[src/rtl/cs_alu_pkg.sv]
package cs_alu_pkg;

   typedef enum logic [2:0] {
      OP_ADD  = 3'd0,
      OP_SUB  = 3'd1,
      OP_CMP  = 3'd2,
      OP_SHL  = 3'd3,
      OP_SHR  = 3'd4,
      OP_ROL  = 3'd5,
      OP_ROR  = 3'd6,
      OP_NONE = 3'd7
   } cs_alu_op_e;

   localparam int ADDER_RIPPLE = 0;
   localparam int ADDER_INFER  = 1;

endpackage

[src/rtl/cs_alu_adder.sv]
module cs_alu_adder #(
   parameter int WIDTH       = 8,
   parameter int ADDER_STYLE = 0
) (
   input  logic [WIDTH-1:0] a_i,
   input  logic [WIDTH-1:0] b_i,
   input  logic             cin_i,
   output logic [WIDTH-1:0] sum_o,
   output logic             cout_o,
   output logic             ovf_o
);
   localparam int MSB = WIDTH - 1;

   generate
      if (WIDTH < 2) begin : g_bad_width
         $error("cs_alu_adder: WIDTH must be at least 2");
      end
      if (ADDER_STYLE == cs_alu_pkg::ADDER_RIPPLE) begin : g_ripple
         logic [WIDTH:0] chain;
         assign chain[0] = cin_i;
         for (genvar i = 0; i < WIDTH; i++) begin : g_bit
            logic half;
            assign half       = a_i[i] ^ b_i[i];
            assign sum_o[i]   = half ^ chain[i];
            assign chain[i+1] = (a_i[i] & b_i[i]) | (half & chain[i]);
         end
         assign cout_o = chain[WIDTH];
         assign ovf_o  = chain[WIDTH] ^ chain[MSB];
      end else if (ADDER_STYLE == cs_alu_pkg::ADDER_INFER) begin : g_infer
         logic [WIDTH:0] wide;
         assign wide   = {1'b0, a_i} + {1'b0, b_i} + {{WIDTH{1'b0}}, cin_i};
         assign sum_o  = wide[MSB:0];
         assign cout_o = wide[WIDTH];
         assign ovf_o  = (a_i[MSB] == b_i[MSB]) && (wide[MSB] != a_i[MSB]);
      end else begin : g_bad_style
         $error("cs_alu_adder: unknown ADDER_STYLE");
      end
   endgenerate

endmodule

[src/rtl/cs_alu_shifter.sv]
module cs_alu_shifter #(
   parameter int WIDTH = 8
) (
   input  logic [WIDTH-1:0] a_i,
   input  logic             fill_i,
   input  logic             right_i,
   output logic [WIDTH-1:0] res_o,
   output logic             out_bit_o
);
   localparam int MSB = WIDTH - 1;

   generate
      if (WIDTH < 2) begin : g_bad_width
         $error("cs_alu_shifter: WIDTH must be at least 2");
      end
   endgenerate

   always_comb begin
      if (right_i) begin
         res_o     = {fill_i, a_i[MSB:1]};
         out_bit_o = a_i[0];
      end else begin
         res_o     = {a_i[MSB-1:0], fill_i};
         out_bit_o = a_i[MSB];
      end
   end

endmodule

[src/rtl/cs_alu_flags.sv]
module cs_alu_flags #(
   parameter int WIDTH = 8
) (
   input  logic [WIDTH-1:0] res_i,
   output logic             zero_o,
   output logic             neg_o
);
   assign zero_o = ~|res_i;
   assign neg_o  = res_i[WIDTH-1];
endmodule

[src/rtl/cs_alu.sv]
module cs_alu #(
   parameter int WIDTH       = 8,
   parameter int ADDER_STYLE = cs_alu_pkg::ADDER_RIPPLE
) (
   input  logic [WIDTH-1:0] acc_i,
   input  logic [WIDTH-1:0] opnd_i,
   input  logic             carry_i,
   input  logic             ovf_i,
   input  logic [2:0]       op_i,
   output logic [WIDTH-1:0] result_o,
   output logic             carry_o,
   output logic             zero_o,
   output logic             neg_o,
   output logic             ovf_o,
   output logic             wr_en_o
);
   import cs_alu_pkg::*;

   cs_alu_op_e op;
   assign op = cs_alu_op_e'(op_i);

   // Operand conditioning: invert for subtract/compare, carry never inverted.
   logic             invert_b;
   logic [WIDTH-1:0] add_b;
   logic             add_cin;
   assign invert_b = (op == OP_SUB) || (op == OP_CMP);
   assign add_b    = invert_b ? ~opnd_i : opnd_i;
   assign add_cin  = (op == OP_CMP) ? 1'b1 : carry_i;

   logic [WIDTH-1:0] sum;
   logic             sum_cout;
   logic             sum_ovf;

   cs_alu_adder #(
      .WIDTH      (WIDTH),
      .ADDER_STYLE(ADDER_STYLE)
   ) u_adder (
      .a_i   (acc_i),
      .b_i   (add_b),
      .cin_i (add_cin),
      .sum_o (sum),
      .cout_o(sum_cout),
      .ovf_o (sum_ovf)
   );

   // Shift unit: rotates feed the old carry in, logical shifts feed 0.
   logic             shift_right;
   logic             shift_fill;
   logic [WIDTH-1:0] shifted;
   logic             shift_out;
   assign shift_right = (op == OP_SHR) || (op == OP_ROR);
   assign shift_fill  = ((op == OP_ROL) || (op == OP_ROR)) ? carry_i : 1'b0;

   cs_alu_shifter #(
      .WIDTH(WIDTH)
   ) u_shifter (
      .a_i      (acc_i),
      .fill_i   (shift_fill),
      .right_i  (shift_right),
      .res_o    (shifted),
      .out_bit_o(shift_out)
   );

   always_comb begin
      result_o = acc_i;
      carry_o  = carry_i;
      ovf_o    = ovf_i;
      wr_en_o  = 1'b0;
      unique case (op)
         OP_ADD, OP_SUB: begin
            result_o = sum;
            carry_o  = sum_cout;
            ovf_o    = sum_ovf;
            wr_en_o  = 1'b1;
         end
         OP_CMP: begin
            result_o = sum;
            carry_o  = sum_cout;
         end
         OP_SHL, OP_SHR, OP_ROL, OP_ROR: begin
            result_o = shifted;
            carry_o  = shift_out;
            wr_en_o  = 1'b1;
         end
         OP_NONE: begin
            result_o = acc_i;
         end
         default: begin
            result_o = acc_i;
         end
      endcase
   end

   cs_alu_flags #(
      .WIDTH(WIDTH)
   ) u_flags (
      .res_i (result_o),
      .zero_o(zero_o),
      .neg_o (neg_o)
   );

endmodule

[config.mk]
export PLATFORM = sky130hd
export DESIGN_NAME = cs_alu
export DESIGN_NICKNAME = d
export VERILOG_FILES = /design/src/rtl/cs_alu_pkg.sv /design/src/rtl/cs_alu_adder.sv /design/src/rtl/cs_alu_shifter.sv /design/src/rtl/cs_alu_flags.sv /design/src/rtl/cs_alu.sv
export SDC_FILE = /design/constraint.sdc
export NUM_CORES = 1
export LEC_CHECK = 0
export ABC_AREA = 1
export BUFFER_PORTS_ARGS = -buffer_cell sky130_fd_sc_hd__buf_4
export CORE_MARGIN = 5
export CORE_UTILIZATION = 48
export DETAILED_ROUTE_END_ITERATION = 8
export PLACE_DENSITY = 0.87
export SETUP_SLACK_MARGIN = 0.05
export SYNTH_ARGS = -nofsm -noshare
export SYNTH_HDL_FRONTEND = slang
export SYNTH_HIERARCHICAL = 1
export SYNTH_SLANG_ARGS = --single-unit
[constraint.sdc]
create_clock -name vclk -period 4.2
set_input_delay 0 -clock vclk [all_inputs]
set_output_delay 0 -clock vclk [all_outputs]
set_load 0.01 [all_outputs]
# Yosys cells after proc, flatten, opt, wreduce, memory -nomap -nowiden
# Cells that the tools add are included.
classes:
  eq_ne: 7
  mux: 9
  bitwise: 42
  reduce_logical: 10
ops:
  columns: ["cell", "n"]
  rows:
  - ["one-hot mux 8 bit (3 select lines)", 1]
  - ["XOR 1 bit", 17]
  - ["bitwise AND 1 bit", 16]
  - ["2-to-1 mux 8 bit", 2]
  - ["equality test 3 bit, second input constant", 4]
  - ["inverter 8 bit", 1]
  - ["OR 1 bit", 8]
  - ["OR reduction 8 bit", 1]
  - ["equality test 3 x 2 -> 1 bit, second input constant", 2]
  - ["OR reduction 6 bit", 1]
  - ["2-to-1 mux 1 bit", 5]
  - ["OR reduction 4 bit", 1]
  - ["equality test 3 x 1 -> 1 bit, second input constant", 1]
  - ["logical NOT 3 bit", 1]
  - ["logical OR 1 bit", 3]
  - ["OR reduction 3 bit", 1]
  - ["one-hot mux 1 bit (2 select lines)", 1]
  - ["OR reduction 2 bit", 1]
  - ["logical NOT 1 bit", 1]
word_totals:
  regBits: 0
  inputBits: 21
  out_inout_bits: 13
  word_cells: 68

# Longest topological paths before layout
# Gate-level depths: netlist of run 1.
logic_depth:
  depth_word: 22
  ltp_mapped: 22
  depth_no_buf: 22

# Cells and area by module
# Netlist of run 1, hierarchy kept.
modules_own_cells:
  columns: ["module", "n_inst", "cells_each", "area_each_um2"]
  rows:
  - ["cs_alu", 1, 92, 461.7]
  - ["cs_alu_adder", 1, 21, 209.0]
  - ["cs_alu_shifter", 1, 29, 116.4]
  - ["cs_alu_flags", 1, 8, 33.8]

# Worst setup path before layout of run 1
# OpenSTA, ideal clock, no wires.
synth_path:
  path_type: "input port to output port"
  from: "input op_i[2]"
  to: "output zero_o"
  arrival_ns: 4.002
  required_ns: 4.200
  path_slack_ns: 0.198
  path_stages: 21
  n_path_buf: 0
  path_cell_list: "inv_1 > nand3_1 > nand3_1 > nand2_1 > inv_1 > fa_1 > inv_1 > fa_1 > fa_1 > fa_1 > fa_1 > fa_1 > fa_1 > inv_2 > fa_1 > inv_1 > nand3_1 > nand3_1 > nor2_1 > nand2_1 > nor2_1"
synth_via:
  elab_chain_len: 22
synth_lines:
  columns: ["element", "line", "source"]
  rows:
  - ["start: declaration", "cs_alu.sv:9", "input logic [2:0] op_i,"]
  - ["equality test 3 x 1 -> 1 bit or equality test 3 x 2 -> 1 bit (tied branches)", "cs_alu.sv:26", "assign invert_b = (op == OP_SUB) || (op == OP_CMP);"]
  - ["logical OR 1 bit (*)", "cs_alu.sv:26", null]
  - ["2-to-1 mux 8 bit (*)", "cs_alu.sv:27", "assign add_b = invert_b ? ~opnd_i : opnd_i;"]
  - ["net add_b[0]", "cs_alu.sv:24", "logic [WIDTH-1:0] add_b;"]
  - ["XOR 1 bit", "cs_alu_adder.sv:23", "assign half = a_i[i] ^ b_i[i];"]
  - ["bitwise AND 1 bit", "cs_alu_adder.sv:25", "assign chain[i+1] = (a_i[i] & b_i[i]) | (half & chain[i]);"]
  - ["OR 1 bit (*)", "cs_alu_adder.sv:25", null]
  - ["bitwise AND 1 bit (*)", "cs_alu_adder.sv:25", null]
  - ["[9 not listed]", null, null]
  - ["bitwise AND 1 bit (*)", "cs_alu_adder.sv:25", null]
  - ["OR 1 bit (*)", "cs_alu_adder.sv:25", null]
  - ["XOR 1 bit (*)", "cs_alu_adder.sv:24", "assign sum_o[i] = half ^ chain[i];"]
  - ["net sum[7]", "cs_alu.sv:30", "logic [WIDTH-1:0] sum;"]
  - ["one-hot mux 8 bit (3 select lines) (*)", "cs_alu.sv:69", "unique case (op)"]
  - ["net result_o[7]", "cs_alu.sv:10", "output logic [WIDTH-1:0] result_o,"]
  - ["OR reduction 8 bit (*)", "cs_alu_flags.sv:8", "assign zero_o = ~|res_i;"]
  - ["logical NOT 1 bit (*)", "cs_alu_flags.sv:8", null]
  - ["end: declaration", "cs_alu.sv:12", "output logic zero_o,"]
# Mark *: on every way through the listed nets, which the timed path passes. The rest lies on a longest branch.

# Worst setup path in the final report of run 1
layout_path:
  from: "input op_i[0]"
  to: "output zero_o"
layout_lines:
  columns: ["element", "line", "source"]
  rows:
  - ["equality test 3 x 2 -> 1 bit", "cs_alu.sv:28", "assign add_cin = (op == OP_CMP) ? 1'b1 : carry_i;"]
  - ["2-to-1 mux 1 bit", "cs_alu.sv:28", null]
  - ["net add_cin", "cs_alu.sv:25", "logic add_cin;"]
  - ["bitwise AND 1 bit", "cs_alu_adder.sv:25", null]
  - ["OR 1 bit", "cs_alu_adder.sv:25", null]
  - ["bitwise AND 1 bit", "cs_alu_adder.sv:25", null]
  - ["OR 1 bit", "cs_alu_adder.sv:25", null]
  - ["bitwise AND 1 bit", "cs_alu_adder.sv:25", null]
  - ["[6 not listed]", null, null]
  - ["OR 1 bit", "cs_alu_adder.sv:25", null]
  - ["bitwise AND 1 bit", "cs_alu_adder.sv:25", null]
  - ["OR 1 bit", "cs_alu_adder.sv:25", null]
  - ["XOR 1 bit", "cs_alu_adder.sv:24", null]
  - ["net sum[7]", "cs_alu.sv:30", null]
  - ["one-hot mux 8 bit (3 select lines)", "cs_alu.sv:69", null]
  - ["OR reduction 8 bit", "cs_alu_flags.sv:8", null]
  - ["logical NOT 1 bit", "cs_alu_flags.sv:8", null]
# The timed path passes the listed nets, and every way through them passes these cells.

==> metrics.txt, run 1 <==
outcome complete, no violations; crit-path max cell delay 410 ps; DR vias 1069; Worst setup startpoint op_i[0]; CP Data Arrival Time 3960 ps; met3 WL 129 µm; Synthesized Nets 179; seq_cells 0; Synth Area in Adders 19.51%; M1 WL 1.019 mm; share of cells above drive strength 1 29.73%; measured slew at the worst slew-check pin 704.1 ps; Post-DRT Antenna Nets 0; Tmin final 3956 ps; Setup-failing EPs final 0; Area Overhead vs Synth 35.67%; multi-input logic area 705.7 µm²; worst hold path type in2out; VDD IR max 0.07487 mV; largest family of logic cells by synthesized area simple AND/OR/NAND/NOR gates; worst path bufs/invs 8; Final period util 94.18%; endpoints failing hold 0; critical path required time 4200 ps; Setup crit start kind input pin; die width 51.35 µm; simple-gate share of the synthesized area 63.11%; CP max FO 6; routed wire length 2.332 mm; postcts setup bufs 0; crit path kind in2out; Top delay family on crit path adder cells; post-synthesis sequential area ratio 0%; clock buf count 0; initial DRC count 35; dpl cell area 1096 µm²; # port buffers 34; remaining global-route overflow 0; Wirelength per Cell 11.54 µm; crit path max-delay cell type fa_1; commonest non-fill, non-tap cells in the layout nand2_1, nand3_1, buf_4, inv_1, nor2_1; post-synthesis area per instance 5.472 µm²; CP dominant cell by count fa_2; cell count after synthesis 150; first-pass GRT wire length 3.919 mm; Netlist cell types 16; die footprint 2637 µm²; FMAX 0.2528 GHz; Pwr Total 0.1687 mW; Final Cell Area 1114 µm²; Core Region 1670 µm²; mux cell area share after synthesis 0%; Slew HR 52.89%; max-cap viol count 0; count of pins over their slew limit 0; Max Used Layer met3; Site Rows 15; # IOs 34; # fillers 168; met2 wire len 1.182 mm; Residual DRC 0; P per Cell Area 151.5 nW/µm²; Pre-Repair DR Iteration Count 4; post-route setup slack 244.2 ps; vias per cell 5.292; post-DP HPWL 2.019 mm; initial antenna violation count 0; Setup WS pre-CTS -7.009 ps; worst path cell trace buf_4 > inv_1 > nand3_2 > inv_2 > or2_1 > inv_1 > fa_1 > inv_1 > fa_1 > fa_2 > fa_2 > fa_2 > fa_2 > fa_2 > inv_2 > fa_1 > inv_1 > nand3_1 > nand3_2 > nor2_1 > nand2_1 > nor2_1 > buf_4; vias in the first global route 926; final net count 216; total track usage 18.33%; RSZ-0062 raised after global routing no; Synth Area in Compound Gates 1.220%; post-route setup TNS 0 ps; n_diodes 0; starting density of the core 49.14%; commonest non-fill, non-tap cell in the layout nand2_1; post-synthesis xor/xnor area fraction 0%; Leakage 0.6493 nW; Mapped Area 820.8 µm²; Reg area 0 µm²; die span in y 51.35 µm; pin count of the biggest net entering global routing 14; Synth warnings 6; GPL Wtd Cong 0.8521; crit end category primary output; Hold Crit Start ovf_i
-- area by class of cell --
cell class | count | share of cell area (%)
multi-input cells | 122 | 63.37
repair buffers | 40 | 26.97
inverters | 23 | 7.753
well taps | 17 | 1.910
-- metrics by stage --
stage,hold WS (ps),std cells,util (%)
finish,303.2,202,66.67
global route,352.6,202,66.67
CTS,302.3,202,65.92
global placement,294.7,202,65.62
detailed placement,300.3,202,65.62
floorplan,132.1,150,-
-- synth_stat cells --
master	instances	area, µm²
inv_2	3	11.26
nor2_4	1	11.26
fa_1	8	160.2
nand2_1	54	202.7
nand3_2	2	20.02
nand2_8	1	20.02
or2_1	1	6.260
a21oi_1	1	5.000
nand2_2	1	6.260
nor2_1	7	26.28
nand3_1	45	225.2
o21ai_0	1	5.000
inv_1	20	75.07
buf_4	1	7.510
buf_2	1	5.000
buf_6	3	33.78
-- power by group --
| part | internal (mW) | total, mW | switching (mW) |
|---|---|---|---|
| Sequential | 0 | 0 | 0 |
| Clock | 0 | 0 | 0 |
| Combinational | 0.0786 | 0.169 | 0.0900 |
-- per-layer routing --
| layer | GRT usage [%] | vias to the layer above |
|---|---|---|
| met5 | 0 | - |
| met4 | 0.4367 | 0 |
| met3 | 1.458 | 0 |
| met2 | 34.55 | 33 |
| met1 | 23.84 | 492 |
| li1 | - | 544 |
-- final timing paths --
kind | end | slack [ps] | cells after the start
worst min-delay path | ovf_o | 300 | 4
worst max-delay path | zero_o | 240 | 23
-- repair_timing --
item | 4_1_cts | 5_1_grt
endpoints found under the hold margin | 0 | 0
endpoints found under the setup margin | 3 | 3
resized for setup | 3 | 4
hold buffers | 0 | 0
-- cells by family after synthesis --
group | after synthesis
and+or+nand+nor | 112
buffers and inverters | 28
adders and majority gates | 8
AOI/OAI and AO/OA | 2
No activity file was read; power rests on OpenSTA's default activity.
==> run 2: changes to the inputs <==
--- a/config.mk
+++ b/config.mk
@@ -10,6 +10,7 @@
 export CORE_MARGIN = 5
 export CORE_UTILIZATION = 48
 export DETAILED_ROUTE_END_ITERATION = 8
+export GPL_TIMING_DRIVEN = 0
 export PLACE_DENSITY = 0.87
 export SETUP_SLACK_MARGIN = 0.05
 export SYNTH_ARGS = -nofsm -noshare
==> metrics.txt, run 2 (synthesized netlist as in run 1, its figures left out) <==
outcome complete, no violations; Worst setup startpoint op_i[2]; CP Data Arrival Time 4090 ps (+130 ps); n_diodes 0 (unchanged); DR vias 1169 (+9.4%); RSZ-0062 raised after global routing yes; GPL Wtd Cong 0.8174 (-4.1%); post-route setup slack 105.2 ps (-139.0 ps); # port buffers 34 (unchanged); post-DP HPWL 1.946 mm (-3.6%); Slew HR 82.78% (+30 points); Core Region 1670 µm² (unchanged); Reg area 0 µm² (unchanged); VDD IR max 0.08126 mV (+8.5%); hold_ws 301.1 ps (-2.168 ps); P per Cell Area 152.9 nW/µm² (+0.98%); starting density of the core 49.14% (unchanged); met3 Track Usage GR 1.749% (+0.29 points); Area Overhead vs Synth 48.02%; # IOs 34 (unchanged); GR Layer Usage met2 38.63% (+4.1 points); met1 Resource Use GR 23.98% (+0.14 points); remaining global-route overflow 0 (unchanged); post-route setup TNS 0 ps (unchanged); Post-DRT Antenna Nets 0 (unchanged); routed wire length 2.728 mm (+17%); initial DRC count 49 (+40%); count of pins over their slew limit 0 (unchanged); die width 51.35 µm (unchanged); die footprint 2637 µm² (unchanged); FMAX 0.2442 GHz (-3.4%); commonest non-fill, non-tap cell in the layout nand2_1; vias per cell 5.620 (+6.2%); seq_cells 0 (unchanged); total track usage 19.72% (+1.4 points); max-cap viol count 0 (unchanged); # fillers 132 (-21%); Final period util 97.49% (+3.3 points); measured slew at the worst slew-check pin 257.7 ps (-446.4 ps); Core Util, Final 72.73% (+6.1 points); final net count 222 (+2.8%); die span in y 51.35 µm (unchanged); Setup WS pre-CTS -315.0 ps (-308.0 ps); worst hold path type in2out; Site Rows 15 (unchanged); crit end category primary output; Tmin final 4095 ps (+139.0 ps); vias in the first global route 1020 (+10%); Leakage 0.6822 nW (+5.1%); share of cells above drive strength 1 35.08% (+5.3 points); Pre-Repair DR Iteration Count 4 (unchanged); Wirelength per Cell 13.12 µm (+14%); commonest non-fill, non-tap cells in the layout nand2_1, nand3_1, buf_4, inv_1; crit path kind in2out; Setup crit start kind input pin; clock buf count 0 (unchanged); pin count of the biggest net entering global routing 11 (-3); Residual DRC 0 (unchanged); Setup crit end zero_o; Setup-failing EPs final 0 (unchanged); first-pass GRT wire length 4.195 mm (+7.0%); initial antenna violation count 0 (unchanged); GR peak layer met2; endpoints failing hold 0 (unchanged); critical path required time 4200 ps (about the same); multi-input logic area 743.2 µm² (+5.3%); Hold-fix buffers, CTS 0 (unchanged); CP max FO 4 (-2)
-- run 2: cell count changes in the layout (fill, tap and decap cells not counted), moves of 2 or more --
cell,previous run,this run
buf_6,0,4
nand3_4,0,2
buf_4,40,42
nand2_2,1,3
nand2_1,54,51
-- run 2: cell type report --
class / instances / share of cell area, %
Multi-Input combinational cell: 122 / 61.17
Inverter: 23 / 7.415
Timing Repair Buffer: 41 / 25.33
Tap cell: 17 / 1.751
Buffer: 5 / 4.325
-- run 2: power breakdown --
| part | total (mW) | switching (mW) | internal, mW | leakage (nW) |
|---|---|---|---|---|
| logic | 0.186 | 0.0990 | 0.0868 | 0.682 |
| registers | 0 | 0 | 0 | 0 |
| clock network | 0 | 0 | 0 | 0 |
| total | 0.186 | 0.0990 | 0.0868 | 0.682 |
-- run 2: timing repair --
item	in CTS	in global routing
setup buffers	4	3
resized for setup	9	9
pin swaps	1	2
setup endpoints to repair	3	3
-- run 2: worst min-delay path by stage --
stage,start,endpoint,slack [ps],depth (start not counted)
after CTS,ovf_i,ovf_o,300,4
after global routing,ovf_i,ovf_o,360,4
after global placement,ovf_i,ovf_o,290,4
final,ovf_i,ovf_o,300,4
after detailed placement,ovf_i,ovf_o,300,4
after floorplan,ovf_i,ovf_o,130,2
-- run 2: per-layer routing --
| metal | wire length [µm] | part of all wire, % | vias to the layer above |
|---|---|---|---|
| met1 | 1008 | 37 | 534 |
| met5 | 0 | 0 | - |
| met4 | 10 | 0.37 | 0 |
| met3 | 263 | 9.6 | 2 |
| li1 | - | - | 556 |
| met2 | 1446 | 53 | 77 |
-- run 2: worst max-delay path: stages --
cell        delay (ps)
buf_4              120
clkinvlp_4         160
nand3_4            110
inv_2               40
or2_1              190
inv_1               70
fa_1               150
inv_1               50
fa_2               340
fa_2               420
fa_2               360
fa_2               350
fa_2               360
fa_2               370
inv_2               70
fa_1               400
inv_1               60
nand3_1             90
nand3_2            110
nor2_2              50
nand2_1             60
nor2_1              40
buf_4              130
-- run 2: stage by stage --
step,instance area [µm²],cells,power (mW)
after floorplan,820.8,150,0.09844
after global placement,1097,201,0.1605
after detailed placement,1097,201,0.1658
after CTS,1161,205,0.1729
after global routing,1215,208,0.2046
final,1215,208,0.1858
==> run 3: changes to the inputs <==
--- a/config.mk
+++ b/config.mk
@@ -8,10 +8,10 @@
 export ABC_AREA = 1
 export BUFFER_PORTS_ARGS = -buffer_cell sky130_fd_sc_hd__buf_4
 export CORE_MARGIN = 5
-export CORE_UTILIZATION = 48
+export CORE_UTILIZATION = 52
 export DETAILED_ROUTE_END_ITERATION = 8
 export GPL_TIMING_DRIVEN = 0
-export PLACE_DENSITY = 0.87
+export PLACE_DENSITY = 0.93
 export SETUP_SLACK_MARGIN = 0.05
 export SYNTH_ARGS = -nofsm -noshare
 export SYNTH_HDL_FRONTEND = slang
==> metrics.txt, run 3 (synthesized netlist as in run 1, its figures left out) <==
outcome complete, no violations; # IOs 34 (unchanged); WHS Path Cells 4 (unchanged); VDD IR max 0.09442 mV (+16%); Setup-failing EPs final 0 (unchanged); Setup crit start kind input pin; Residual DRC 0 (unchanged); routed wire length 2.548 mm (-6.6%); worst path cell trace buf_4 > clkinvlp_4 > nand3_4 > inv_2 > or2_1 > inv_1 > fa_1 > inv_1 > fa_2 > fa_2 > fa_2 > fa_2 > fa_2 > fa_2 > inv_2 > fa_1 > inv_1 > nand3_1 > nand3_2 > nor2_1 > nand2_1 > nor2_1 > buf_4; crit-path max cell delay 400 ps (-20 ps); Hold-fix buffers, CTS 0 (unchanged); die width 49.73 µm (-3.2%); post-DP HPWL 1.957 mm (+0.54%); critical path required time 4200 ps (about the same); worst path bufs/invs 8 (unchanged); # port buffers 34 (unchanged); measured slew at the worst slew-check pin 252.1 ps (-5.642 ps); Pwr Total 0.1784 mW (-4.0%); Area Overhead vs Synth 44.82%; final net count 219 (-1.4%); FMAX 0.2473 GHz (+1.3%); starting density of the core 54.49% (+5.3 points); Site Rows 14 (-1); CP dominant cell by count fa_2; worst hold path type in2out; first-pass GRT wire length 4.215 mm (+0.48%); DR vias 1113 (-4.8%); share of cells above drive strength 1 33.51% (-1.6 points); Reg area 0 µm² (unchanged); RSZ-0062 raised after global routing yes; Worst setup startpoint op_i[2]; commonest non-fill, non-tap cells in the layout nand2_1, nand3_1, buf_4, inv_1, nor2_1; commonest non-fill, non-tap cell in the layout nand2_1; total track usage 20.19% (+0.47 points); die span in y 49.73 µm (-3.2%); Top delay family on crit path adder cells; clock buf count 0 (unchanged); Final period util 96.26% (-1.2 points); Post-DRT Antenna Nets 0 (unchanged); crit path max-delay cell type fa_1; Slew HR 83.16% (+0.38 points); Core Region 1506 µm² (-9.8%); Leakage 0.6677 nW (-2.1%); GPL Wtd Cong 0.8413 (+2.9%); Pre-Repair DR Iteration Count 4 (unchanged); Tmin final 4043 ps (-51.89 ps); Core Util, Final 78.90% (+6.2 points); seq_cells 0 (unchanged); CP Data Arrival Time 4040 ps (-50 ps); Hold Crit Start ovf_i; remaining global-route overflow 0 (unchanged); pin count of the biggest net entering global routing 11 (unchanged); count of pins over their slew limit 0 (unchanged); initial DRC count 33 (-33%); die footprint 2473 µm² (-6.2%); vias in the first global route 1011 (-0.88%); CP max FO 5 (+1); crit end category primary output; initial antenna violation count 0 (unchanged); n_diodes 0 (unchanged); hold path endpoint ovf_o; endpoints failing hold 0 (unchanged); Wirelength per Cell 12.49 µm (-4.8%); crit path kind in2out; max-cap viol count 0 (unchanged); P per Cell Area 150.1 nW/µm² (-1.8%); vias per cell 5.456 (-2.9%)
==> run 3: worst max path at each step <==
stage          cells after the start  endpoint  slack [ps]
2_1_floorplan                     21    zero_o         200
3_3_place_gp                      23    zero_o        -210
3_5_place_dp                      23    zero_o        -280
4_1_cts                           23    zero_o          60
5_1_grt                           23    zero_o         -20
6_report                          23    zero_o         160
==> run 3: what timing repair did <==
item                                    CTS  global route
endpoints found under the setup margin    3             3
pin swaps                                 1             1
cloned                                    0             0
buffers inserted                          3             1
resized for setup                        10             7
==> run 3: tightest hold or removal path, delay by kind of cell <==
kind	cells	cell delay [ps]
buf+inv	2	190
simple gates	1	60
compound gates	1	70
==> run 3: cell type report <==
class	count	area (µm²)
Inverter	23	90.09
Tap cell	16	20.02
Fill cell	123	317.8
Buffer	5	52.55
Multi-Input combinational cell	122	740.7
Timing Repair Buffer	38	285.3
==> run 3: per-stage QoR <==
stage	instances	hold slack [ps]	setup TNS, ps	area (µm²)	setup slack (ps)
final	204	318.5	0	1189	157.1
after global routing	204	348.9	-19.37	1189	-19.37
after CTS	203	329.9	0	1157	58.41
after detailed placement	200	329.6	-563.1	1096	-276.7
after global placement	200	292.7	-380.0	1096	-210.0
after floorplan	150	132.1	0	820.8	198.3
==> run 3: metal layers <==
layer / GRT usage (%) / up-vias / share of wire, %
li1: - / 549 / -
met1: 22.57 / 493 / 37
met2: 38.35 / 61 / 52
met3: 3.916 / 10 / 8.9
met4: 4.367 / 0 / 1.6
met5: 0 / - / 0
==> run 3: power breakdown <==
| group | total [mW] | internal, mW | switching [mW] | leakage [nW] |
|---|---|---|---|---|
| logic | 0.178 | 0.0834 | 0.0950 | 0.668 |
| clock network | 0 | 0 | 0 | 0 |
| registers | 0 | 0 | 0 | 0 |
